File: src/rtl/mdio_pkg.sv
package mdio_pkg;
  localparam int WORD_W     = 32;
  localparam int ADDR_W     = 5;
  localparam int DATA_W     = 16;
  localparam int PRE_BITS   = 32;
  localparam int FRAME_BITS = PRE_BITS + 2 + 2 + ADDR_W + ADDR_W + 2 + DATA_W;
  localparam int BIT_W      = $clog2(FRAME_BITS);
  // first bit index where a read frame releases the line (turnaround)
  localparam int TA_IDX     = PRE_BITS + 4 + 2 * ADDR_W;
  // first bit index of the data field
  localparam int DATA_IDX   = TA_IDX + 2;

  // access word field positions
  localparam int CMD_BIT  = 31;
  localparam int OP_BIT   = 30;
  localparam int PHY_LSB  = 21;
  localparam int REG_LSB  = 16;

  typedef struct packed {
    logic              is_read;
    logic [ADDR_W-1:0] phy;
    logic [ADDR_W-1:0] regad;
    logic [DATA_W-1:0] data;
  } mdio_req_t;

  function automatic logic [FRAME_BITS-1:0] pack_frame(input mdio_req_t r);
    logic [1:0] op;
    op = r.is_read ? 2'b10 : 2'b01;
    return {{PRE_BITS{1'b1}}, 2'b01, op, r.phy, r.regad, 2'b10, r.data};
  endfunction
endpackage

File: src/rtl/mdio_clk_gen.sv
module mdio_clk_gen #(
  parameter int CLK_DIV = 8
) (
  input  logic clk,
  input  logic rst_n,
  input  logic run,
  output logic mdc,
  output logic rise_tick,
  output logic fall_tick
);
  localparam int HALF = CLK_DIV / 2;
  localparam int CW   = (HALF > 1) ? $clog2(HALF) : 1;
  localparam logic [CW-1:0] LAST = CW'(HALF - 1);

  logic [CW-1:0] cnt_q, cnt_d;
  logic          mdc_q, mdc_d;
  logic          wrap;

  assign wrap = run && (cnt_q == LAST);

  always_comb begin
    cnt_d = cnt_q;
    mdc_d = mdc_q;
    if (!run) begin
      cnt_d = '0;
      mdc_d = 1'b0;
    end else if (wrap) begin
      cnt_d = '0;
      mdc_d = ~mdc_q;
    end else begin
      cnt_d = cnt_q + 1'b1;
    end
  end

  always_ff @(posedge clk or negedge rst_n) begin
    if (!rst_n) begin
      cnt_q <= '0;
      mdc_q <= 1'b0;
    end else begin
      cnt_q <= cnt_d;
      mdc_q <= mdc_d;
    end
  end

  assign mdc       = mdc_q;
  assign rise_tick = wrap && !mdc_q;
  assign fall_tick = wrap &&  mdc_q;
endmodule

File: src/rtl/mdio_frame_seq.sv
module mdio_frame_seq
  import mdio_pkg::*;
(
  input  logic              clk,
  input  logic              rst_n,
  input  logic              start,
  input  mdio_req_t         req,
  input  logic              rise_tick,
  input  logic              fall_tick,
  input  logic              mdio_i,
  output logic              busy,
  output logic              done,
  output logic              done_read,
  output logic              mdio_o,
  output logic              mdio_oe,
  output logic [DATA_W-1:0] rdata
);
  localparam logic [BIT_W-1:0] LAST_BIT = BIT_W'(FRAME_BITS - 1);
  localparam logic [BIT_W-1:0] TA_POS   = BIT_W'(TA_IDX);
  localparam logic [BIT_W-1:0] DAT_POS  = BIT_W'(DATA_IDX);

  logic [FRAME_BITS-1:0] frame_q, frame_d;
  logic [BIT_W-1:0]      bit_q, bit_d;
  logic                  act_q, act_d;
  logic                  rd_q, rd_d;
  logic [DATA_W-1:0]     sin_q, sin_d;
  logic                  last_fall;

  assign last_fall = act_q && fall_tick && (bit_q == LAST_BIT);

  always_comb begin
    frame_d = frame_q;
    bit_d   = bit_q;
    act_d   = act_q;
    rd_d    = rd_q;
    sin_d   = sin_q;
    if (start && !act_q) begin
      frame_d = pack_frame(req);
      bit_d   = '0;
      act_d   = 1'b1;
      rd_d    = req.is_read;
    end else if (act_q) begin
      if (rise_tick && rd_q && (bit_q >= DAT_POS))
        sin_d = {sin_q[DATA_W-2:0], mdio_i};
      if (fall_tick) begin
        if (bit_q == LAST_BIT) begin
          act_d = 1'b0;
        end else begin
          frame_d = {frame_q[FRAME_BITS-2:0], 1'b0};
          bit_d   = bit_q + 1'b1;
        end
      end
    end
  end

  always_ff @(posedge clk or negedge rst_n) begin
    if (!rst_n) begin
      frame_q <= '0;
      bit_q   <= '0;
      act_q   <= 1'b0;
      rd_q    <= 1'b0;
      sin_q   <= '0;
    end else begin
      frame_q <= frame_d;
      bit_q   <= bit_d;
      act_q   <= act_d;
      rd_q    <= rd_d;
      sin_q   <= sin_d;
    end
  end

  assign busy      = act_q;
  assign done      = last_fall;
  assign done_read = last_fall && rd_q;
  assign mdio_o    = act_q ? frame_q[FRAME_BITS-1] : 1'b0;
  assign mdio_oe   = act_q && !(rd_q && (bit_q >= TA_POS));
  assign rdata     = sin_q;
endmodule

File: src/rtl/mdio_acc_reg.sv
module mdio_acc_reg
  import mdio_pkg::*;
(
  input  logic              clk,
  input  logic              rst_n,
  input  logic              wr_en,
  input  logic [WORD_W-1:0] wr_data,
  input  logic              busy,
  input  logic              done_read,
  input  logic [DATA_W-1:0] rdata,
  output logic              start,
  output mdio_req_t         req,
  output logic [WORD_W-1:0] word
);
  mdio_req_t req_q, req_d;
  logic      accept;

  assign accept = wr_en && wr_data[CMD_BIT] && !busy;

  always_comb begin
    req_d = req_q;
    if (accept) begin
      req_d.is_read = wr_data[OP_BIT];
      req_d.phy     = wr_data[PHY_LSB +: ADDR_W];
      req_d.regad   = wr_data[REG_LSB +: ADDR_W];
      req_d.data    = wr_data[DATA_W-1:0];
    end else if (done_read) begin
      req_d.data    = rdata;
    end
  end

  always_ff @(posedge clk or negedge rst_n) begin
    if (!rst_n) req_q <= '0;
    else        req_q <= req_d;
  end

  // start launches from the incoming word so the frame begins this edge
  assign start         = accept;
  assign req.is_read   = wr_data[OP_BIT];
  assign req.phy       = wr_data[PHY_LSB +: ADDR_W];
  assign req.regad     = wr_data[REG_LSB +: ADDR_W];
  assign req.data      = wr_data[DATA_W-1:0];
  assign word = {busy, req_q.is_read, 4'b0000, req_q.phy, req_q.regad, req_q.data};
endmodule

File: src/rtl/mdio_access_unit.sv
module mdio_access_unit
  import mdio_pkg::*;
#(
  parameter int CLK_DIV = 8
) (
  input  logic        clk,
  input  logic        rst_n,
  input  logic        acc_wr_en,
  input  logic [31:0] acc_wr_data,
  output logic [31:0] acc_word,
  output logic        mdc,
  output logic        mdio_o,
  output logic        mdio_oe,
  input  logic        mdio_i
);
  logic              rst_s1, rst_s2;
  logic              start, busy, done, done_read;
  logic              rise_tick, fall_tick;
  logic [DATA_W-1:0] rdata;
  mdio_req_t         req;

  // asynchronous assert, synchronous release
  always_ff @(posedge clk or negedge rst_n) begin
    if (!rst_n) begin
      rst_s1 <= 1'b0;
      rst_s2 <= 1'b0;
    end else begin
      rst_s1 <= 1'b1;
      rst_s2 <= rst_s1;
    end
  end

  mdio_acc_reg u_reg (
    .clk       (clk),
    .rst_n     (rst_s2),
    .wr_en     (acc_wr_en),
    .wr_data   (acc_wr_data),
    .busy      (busy),
    .done_read (done_read),
    .rdata     (rdata),
    .start     (start),
    .req       (req),
    .word      (acc_word)
  );

  mdio_clk_gen #(.CLK_DIV(CLK_DIV)) u_clk (
    .clk       (clk),
    .rst_n     (rst_s2),
    .run       (busy),
    .mdc       (mdc),
    .rise_tick (rise_tick),
    .fall_tick (fall_tick)
  );

  mdio_frame_seq u_seq (
    .clk       (clk),
    .rst_n     (rst_s2),
    .start     (start),
    .req       (req),
    .rise_tick (rise_tick),
    .fall_tick (fall_tick),
    .mdio_i    (mdio_i),
    .busy      (busy),
    .done      (done),
    .done_read (done_read),
    .mdio_o    (mdio_o),
    .mdio_oe   (mdio_oe),
    .rdata     (rdata)
  );
endmodule

File: config.mk
export PLATFORM = sky130hd
export DESIGN_NAME = mdio_access_unit
export DESIGN_NICKNAME = d
export VERILOG_FILES = /design/src/rtl/mdio_pkg.sv /design/src/rtl/mdio_clk_gen.sv /design/src/rtl/mdio_frame_seq.sv /design/src/rtl/mdio_acc_reg.sv /design/src/rtl/mdio_access_unit.sv
export SDC_FILE = /design/constraint.sdc
export NUM_CORES = 1
export LEC_CHECK = 0
export BUFFER_PORTS_ARGS = -buffer_cell sky130_fd_sc_hd__buf_2
export CORE_MARGIN = 2
export CORE_UTILIZATION = 30
export DETAILED_ROUTE_END_ITERATION = 12
export PLACE_DENSITY = 0.53
export SETUP_SLACK_MARGIN = 0.05
export SKIP_LAST_GASP = 1
export SYNTH_ARGS = -nofsm -noshare
export SYNTH_HDL_FRONTEND = slang
export SYNTH_SLANG_ARGS = --single-unit
File: constraint.sdc
create_clock -name clk -period 3.5 [get_ports clk]
set_clock_uncertainty 0.1 [all_clocks]
set_input_delay 1.05 -clock clk [delete_from_list [all_inputs] [get_ports clk]]
set_output_delay 1.05 -clock clk [all_outputs]
set_load 0.05 [all_outputs]
=== Word level (Yosys, flattened, before mapping) ===
Cells that the tools add are included.

* Register bits after elaboration: 120
* Bits in latches: 0
* RAM bits: 0
* Bits in read-only memories: 0
* Output and inout bits: 35
* Word-level logic and storage cells: 64
* Memories: 0

* $add $sub $neg: 2
* $mul: 0
* Divide/modulo/power cells: 0
* $lt $le $gt $ge: 2
* Equal/unequal tests: 4
* Shift-type cells: 0
* Muxes and demuxes: 20
* Bitwise logic cells: 2
* Reduce and logical (&&, ||, !) cells: 21

{| class="wikitable"
|+ Operators by type and width
! kind !! count
|-
| 64-bit two-way mux || 4
|-
| 16-bit two-way mux || 2
|-
| 6-bit two-way mux || 4
|-
| 1-bit logical AND || 13
|-
| 6-bit greater-or-equal comparator, second input constant || 2
|-
| 1-bit two-way mux || 7
|-
| 6-bit by 1-bit adder with 6-bit output, second input constant || 1
|-
| 6-bit == test, second input constant || 1
|-
| 2-bit two-way mux || 3
|-
| 3-bit AND reduction || 2
|-
| 2-bit nonzero test || 3
|-
| 2-bit by 1-bit != test with 1-bit output, second input constant || 2
|-
| 1-bit zero test || 3
|-
| 2-bit by 1-bit adder with 2-bit output, second input constant || 1
|-
| 2-bit == test, second input constant || 1
|-
| 1-bit NOT || 2
|}

=== Logic depth before layout (Yosys ltp) ===
* Depth after elaboration: 8
* Gate-level depth with buffers: 8
* Mapped depth without buffers: 5

=== Cells and area by module ===
A second synthesis with hierarchy kept.

* Cells, all modules: 486
* Area, all modules: 5449.0 um^2

{| class="wikitable"
|+ By module, submodules not included
! module !! instances !! cells each !! area an instance (um^2) !! seq. area each (um^2)
|-
| mdio_frame_seq || 1 || 362 || 3708.6 || 2202.1
|-
| mdio_acc_reg || 1 || 110 || 1551.5 || 675.6
|-
| mdio_clk_gen || 1 || 11 || 135.1 || 75.1
|-
| mdio_access_unit || 1 || 3 || 53.8 || 50.0
|}

=== Worst setup path after synthesis ===
Ideal clock, no wire load.

* Path kind: register to output
* Start point: register u_seq.bit_q[3]
* End point: output port mdio_oe
* Arrival time: 1111 ps
* Required time: 2350 ps
* Slack: 1239 ps
* Stages on the path, launching flop included: 4
* Cell sequence: dfrtp_1 -> and2_1 -> a21oi_1 -> o21a_1

* Longest elaborated chain between the ends: 4

{| class="wikitable"
|+ RTL lines
! what !! line !! text
|-
| from (decl) || mdio_frame_seq.sv:23 || <nowiki>logic [BIT_W-1:0] bit_q, bit_d;</nowiki>
|-
| from (signal assigned) || mdio_frame_seq.sv:65 || <nowiki>bit_q <= bit_d;</nowiki>
|-
| 6-bit greater-or-equal comparator || mdio_frame_seq.sv:76 || <nowiki>assign mdio_oe = act_q && !(rd_q && (bit_q >= TA_POS));</nowiki>
|-
| 1-bit logical AND || mdio_frame_seq.sv:76 ||
|-
| 1-bit zero test || mdio_frame_seq.sv:76 ||
|-
| 1-bit logical AND || mdio_frame_seq.sv:76 ||
|-
| to (decl) || mdio_access_unit.sv:13 || <nowiki>output logic mdio_oe,</nowiki>
|}

Every way passes these cells.

=== Final worst setup path ===
* Start point: register u_seq.act_q, in the netlist u_seq.busy
* End point: output port mdio_oe

* Longest elaborated chain between the ends: 1

{| class="wikitable"
|+ RTL lines
! what !! line !! text
|-
| from (decl) || mdio_frame_seq.sv:24 || <nowiki>logic act_q, act_d;</nowiki>
|-
| from (signal assigned) || mdio_frame_seq.sv:66 || <nowiki>act_q <= act_d;</nowiki>
|-
| 1-bit logical AND || mdio_frame_seq.sv:76 ||
|}

Every way passes these cells.

==> flow_summary_export.csv <==
group,metric,value,unit
routing,wl_per_cell,14.46,microns
logic_synthesis,avgSynthCellArea,11.28,sq um
min_path,min_path_cells,0,
routing,routed_wl,10460,microns
finish,fin_cells,723,
logic_synthesis,synth_area,4938,sq um
clock_network,htreeDepth,4,
placed_design,placed_cells,691,
clock_network,hold_buffers,0,
placed_design,place_area,5383,sq um
clock_network,cts.repair.resized,0,
clock_network,cts_setup_buffers,0,
finish,fin_area,6012,sq um
routing,drt_iter0_drc,190,
global_route,grt_max_degree,68,
global_route,grt_pass1_vias,3452,
routing,first_pass_iters,4,
critical_path,r2r_end,"u_seq.frame_q[18]",
run,cap_violations,0,
placed_design,post-place-ws,0.9128,ns
power,p_total,0.005051,W
routing,wl_met2,4724,microns
clock_network,clk_path_buf_depth,2,
sta,rsz0062_at_grt,"no",
logic_synthesis,synth_ff_type,"dfrtp_1",
global_route,antenna_found_initial,1,
logic_synthesis,synth_seq_cells,119,
placed_design,port_buffers,62,
routing,via_count,3457,
placed_design,place_congestion,0.7574,
logic_synthesis,yosysTopAreaCell,"dfrtp_1",
routing,antenna_left,0,
critical_path,start_kind,"flip-flop",
finish,syn2layout_area_growth,21.74,%
clock_network,clkSinkCount,119,
min_path,hold_path_startpoint,"rst_s1",
routing,routed-wl-met3,634,microns
critical_path,critical_path_required,2.35,ns
critical_path,reg2regPathDepth,5,
routing,viasPerCell,4.781,
global_route,overflow,0,
sta,period_share,85.59,%
power,peakVddDrop,0.0003978,V
outcome,status,"finished clean",
logic_synthesis,synth_top_cell_area_share,60.30,%
global_route,globalRouteTotalUtil,12.98,%
clock_network,clk_latency,0.41,ns
sta,tightest_slew,0.8815,ns
logic_synthesis,netlist-cell-type-count,40,
logic_synthesis,yosysMostFrequentCell,"dfrtp_1",
placed_design,dp_hpwl,6532,microns
floorplanning,io_pins,71,
critical_path,r2r-start,"u_seq.busy",
critical_path,reg2reg_slack,1.00,ns
logic_synthesis,seq_area_frac_synth,60.30,%
logic_synthesis,async_flop_share,100.0,%
critical_path,crit_path_max_fanout,26,
sta,period_needed,2.996,ns
sta,fin_ws,0.5043,ns
clock_network,cts_tree,"done",
sta,finalMaxSlewViolations,0,
sta,setup_viol,0,
routing,top_layer_used,"met4",
min_path,hold_end,"rst_s2",
min_path,hold_path.class,"flip-flop to flip-flop",
logic_synthesis,postSynthCellCount,438,
critical_path,endpoint_kind,"primary output",
power,total_leakage_power,2.598,nW
power,p_per_area,840.1,nW/um^2
floorplanning,rows,46,
critical_path,criticalPathCategory,"flip-flop to primary output",
floorplanning,start_util,30.86,%
sta,relSlewSlack,41.24,%
logic_synthesis,synth_edf_count,0,
clock_network,numCtsBuffers,17,
routing,m1WireLength,4971,microns
clock_network,clkTransAtPathRegs,0.05,ns
sta,setup-tns-final,0,ns
floorplanning,chipHeight,132.3,microns
sta,hold_violations,0,
sta,max_freq,0.3338,GHz
finish,drive_gt1_share,28.46,%
finish,fin_nets,532,
global_route,grt_pass1_wl,18000,microns
floorplanning,dieArea,17500,sq um
logic_synthesis,synth_common_cells,"119 x dfrtp_1, 69 x nor2_1, 51 x nand2_1",
clock_network,root_buffer,"clkbuf_16",
logic_synthesis,synth.area.top_cells,"dfrtp_1 60%, nor2_1 5.2%, o221a_2 4.1%, nand2_1 3.9%, mux2_2 3.6%",
routing,drc,0,
floorplanning,core-area,16000,sq um
logic_synthesis,ys_warn_count,0,
critical_path,arrival,1.85,ns
floorplanning,fp.dieW,132.3,microns
[power by group]
group	leakage, nW	switching [W]	internal (W)
logic	0.932	0.000709	0.000448
clock network	0.304	0.000585	0.00123
registers	1.36	0.000275	0.00181
total	2.60	0.00157	0.00348
[state kept, by name, indices dropped and copies added (netlist names)]
name           flops
u_seq.rd_q         1
rst_s1             1
rst_s2             1
u_seq.rdata       16
u_seq.frame_q     64
u_clk.mdc          1
u_clk.cnt_q        2
u_reg.word        26
u_seq.bit_q        6
u_seq.busy         1
[per-layer routing]
| layer | GRT usage [%] | up-vias |
|---|---|---|
| li1 | - | 1649 |
| met4 | 5.018 | 0 |
| met1 | 18.06 | 1720 |
| met3 | 4.460 | 12 |
| met5 | 0 | - |
| met2 | 18.61 | 76 |
[cells in the final DEF (no fill, tap or decap), types with 3 or more instances in the layout]
cell / count
buf_4: 8
o22a_1: 9
buf_2: 62
o221a_2: 18
nor3_1: 34
mux2_2: 16
o21a_1: 10
nand2_1: 51
a21oi_1: 8
o221a_1: 11
dfrtp_1: 118
or3_1: 14
and2_1: 3
clkbuf_8: 6
bufinv_16: 3
nor2_1: 68
clkbuf_16: 17
nand3_1: 12
conb_1: 5
[logic make-up (layout without fill, tap and decap cells)]
kind of cell	after synthesis	after routing	share of synthesized area, %
compound gates	67	67	12.01
buf+inv	37	102	4.941
fa+ha+maj	2	2	0.5066
flops	119	119	60.30
other cells	2	6	0.1521
mux	17	17	3.851
xor+xnor	1	1	0.1774
simple gates	193	193	18.06
[cell type report]
class	instances	area [sq um]
tap	216	270.3
multi-input combinational	285	1740
clock buffer	24	511.7
clock inverter	7	115.1
sequential	119	2982
timing repair buffer	71	390.4
antenna	1	2.502
fill	1633	9988
[worst max-delay path: stages (launching register included)]
cell and delay [ns]:
dfrtp_1 0.88, o21a_1 0.28, buf_2 0.28
[per-stage QoR]
stage	hold slack [ns]	util, %
after floorplan	0.2311	-
after global placement	0.2424	33.64
after detailed placement	0.2380	33.64
after CTS	0.2576	37.56
after global routing	0.2672	37.56
final	0.2542	37.57
[worst max-delay path by stage]
stage | slack, ns | depth (start not counted) | endpoint | start
finish | 0.50 | 2 | mdio_oe | u_seq.busy
global route | 0.39 | 2 | mdio_oe | u_seq.busy
CTS | 0.47 | 2 | mdio_o | u_seq.busy
detailed placement | 0.91 | 2 | mdio_o | u_seq.busy
global placement | 0.92 | 5 | u_reg.word[10] | acc_wr_en
floorplan | 1.24 | 3 | mdio_oe | u_seq.bit_q[3]
(Power assumes the default switching activity.)
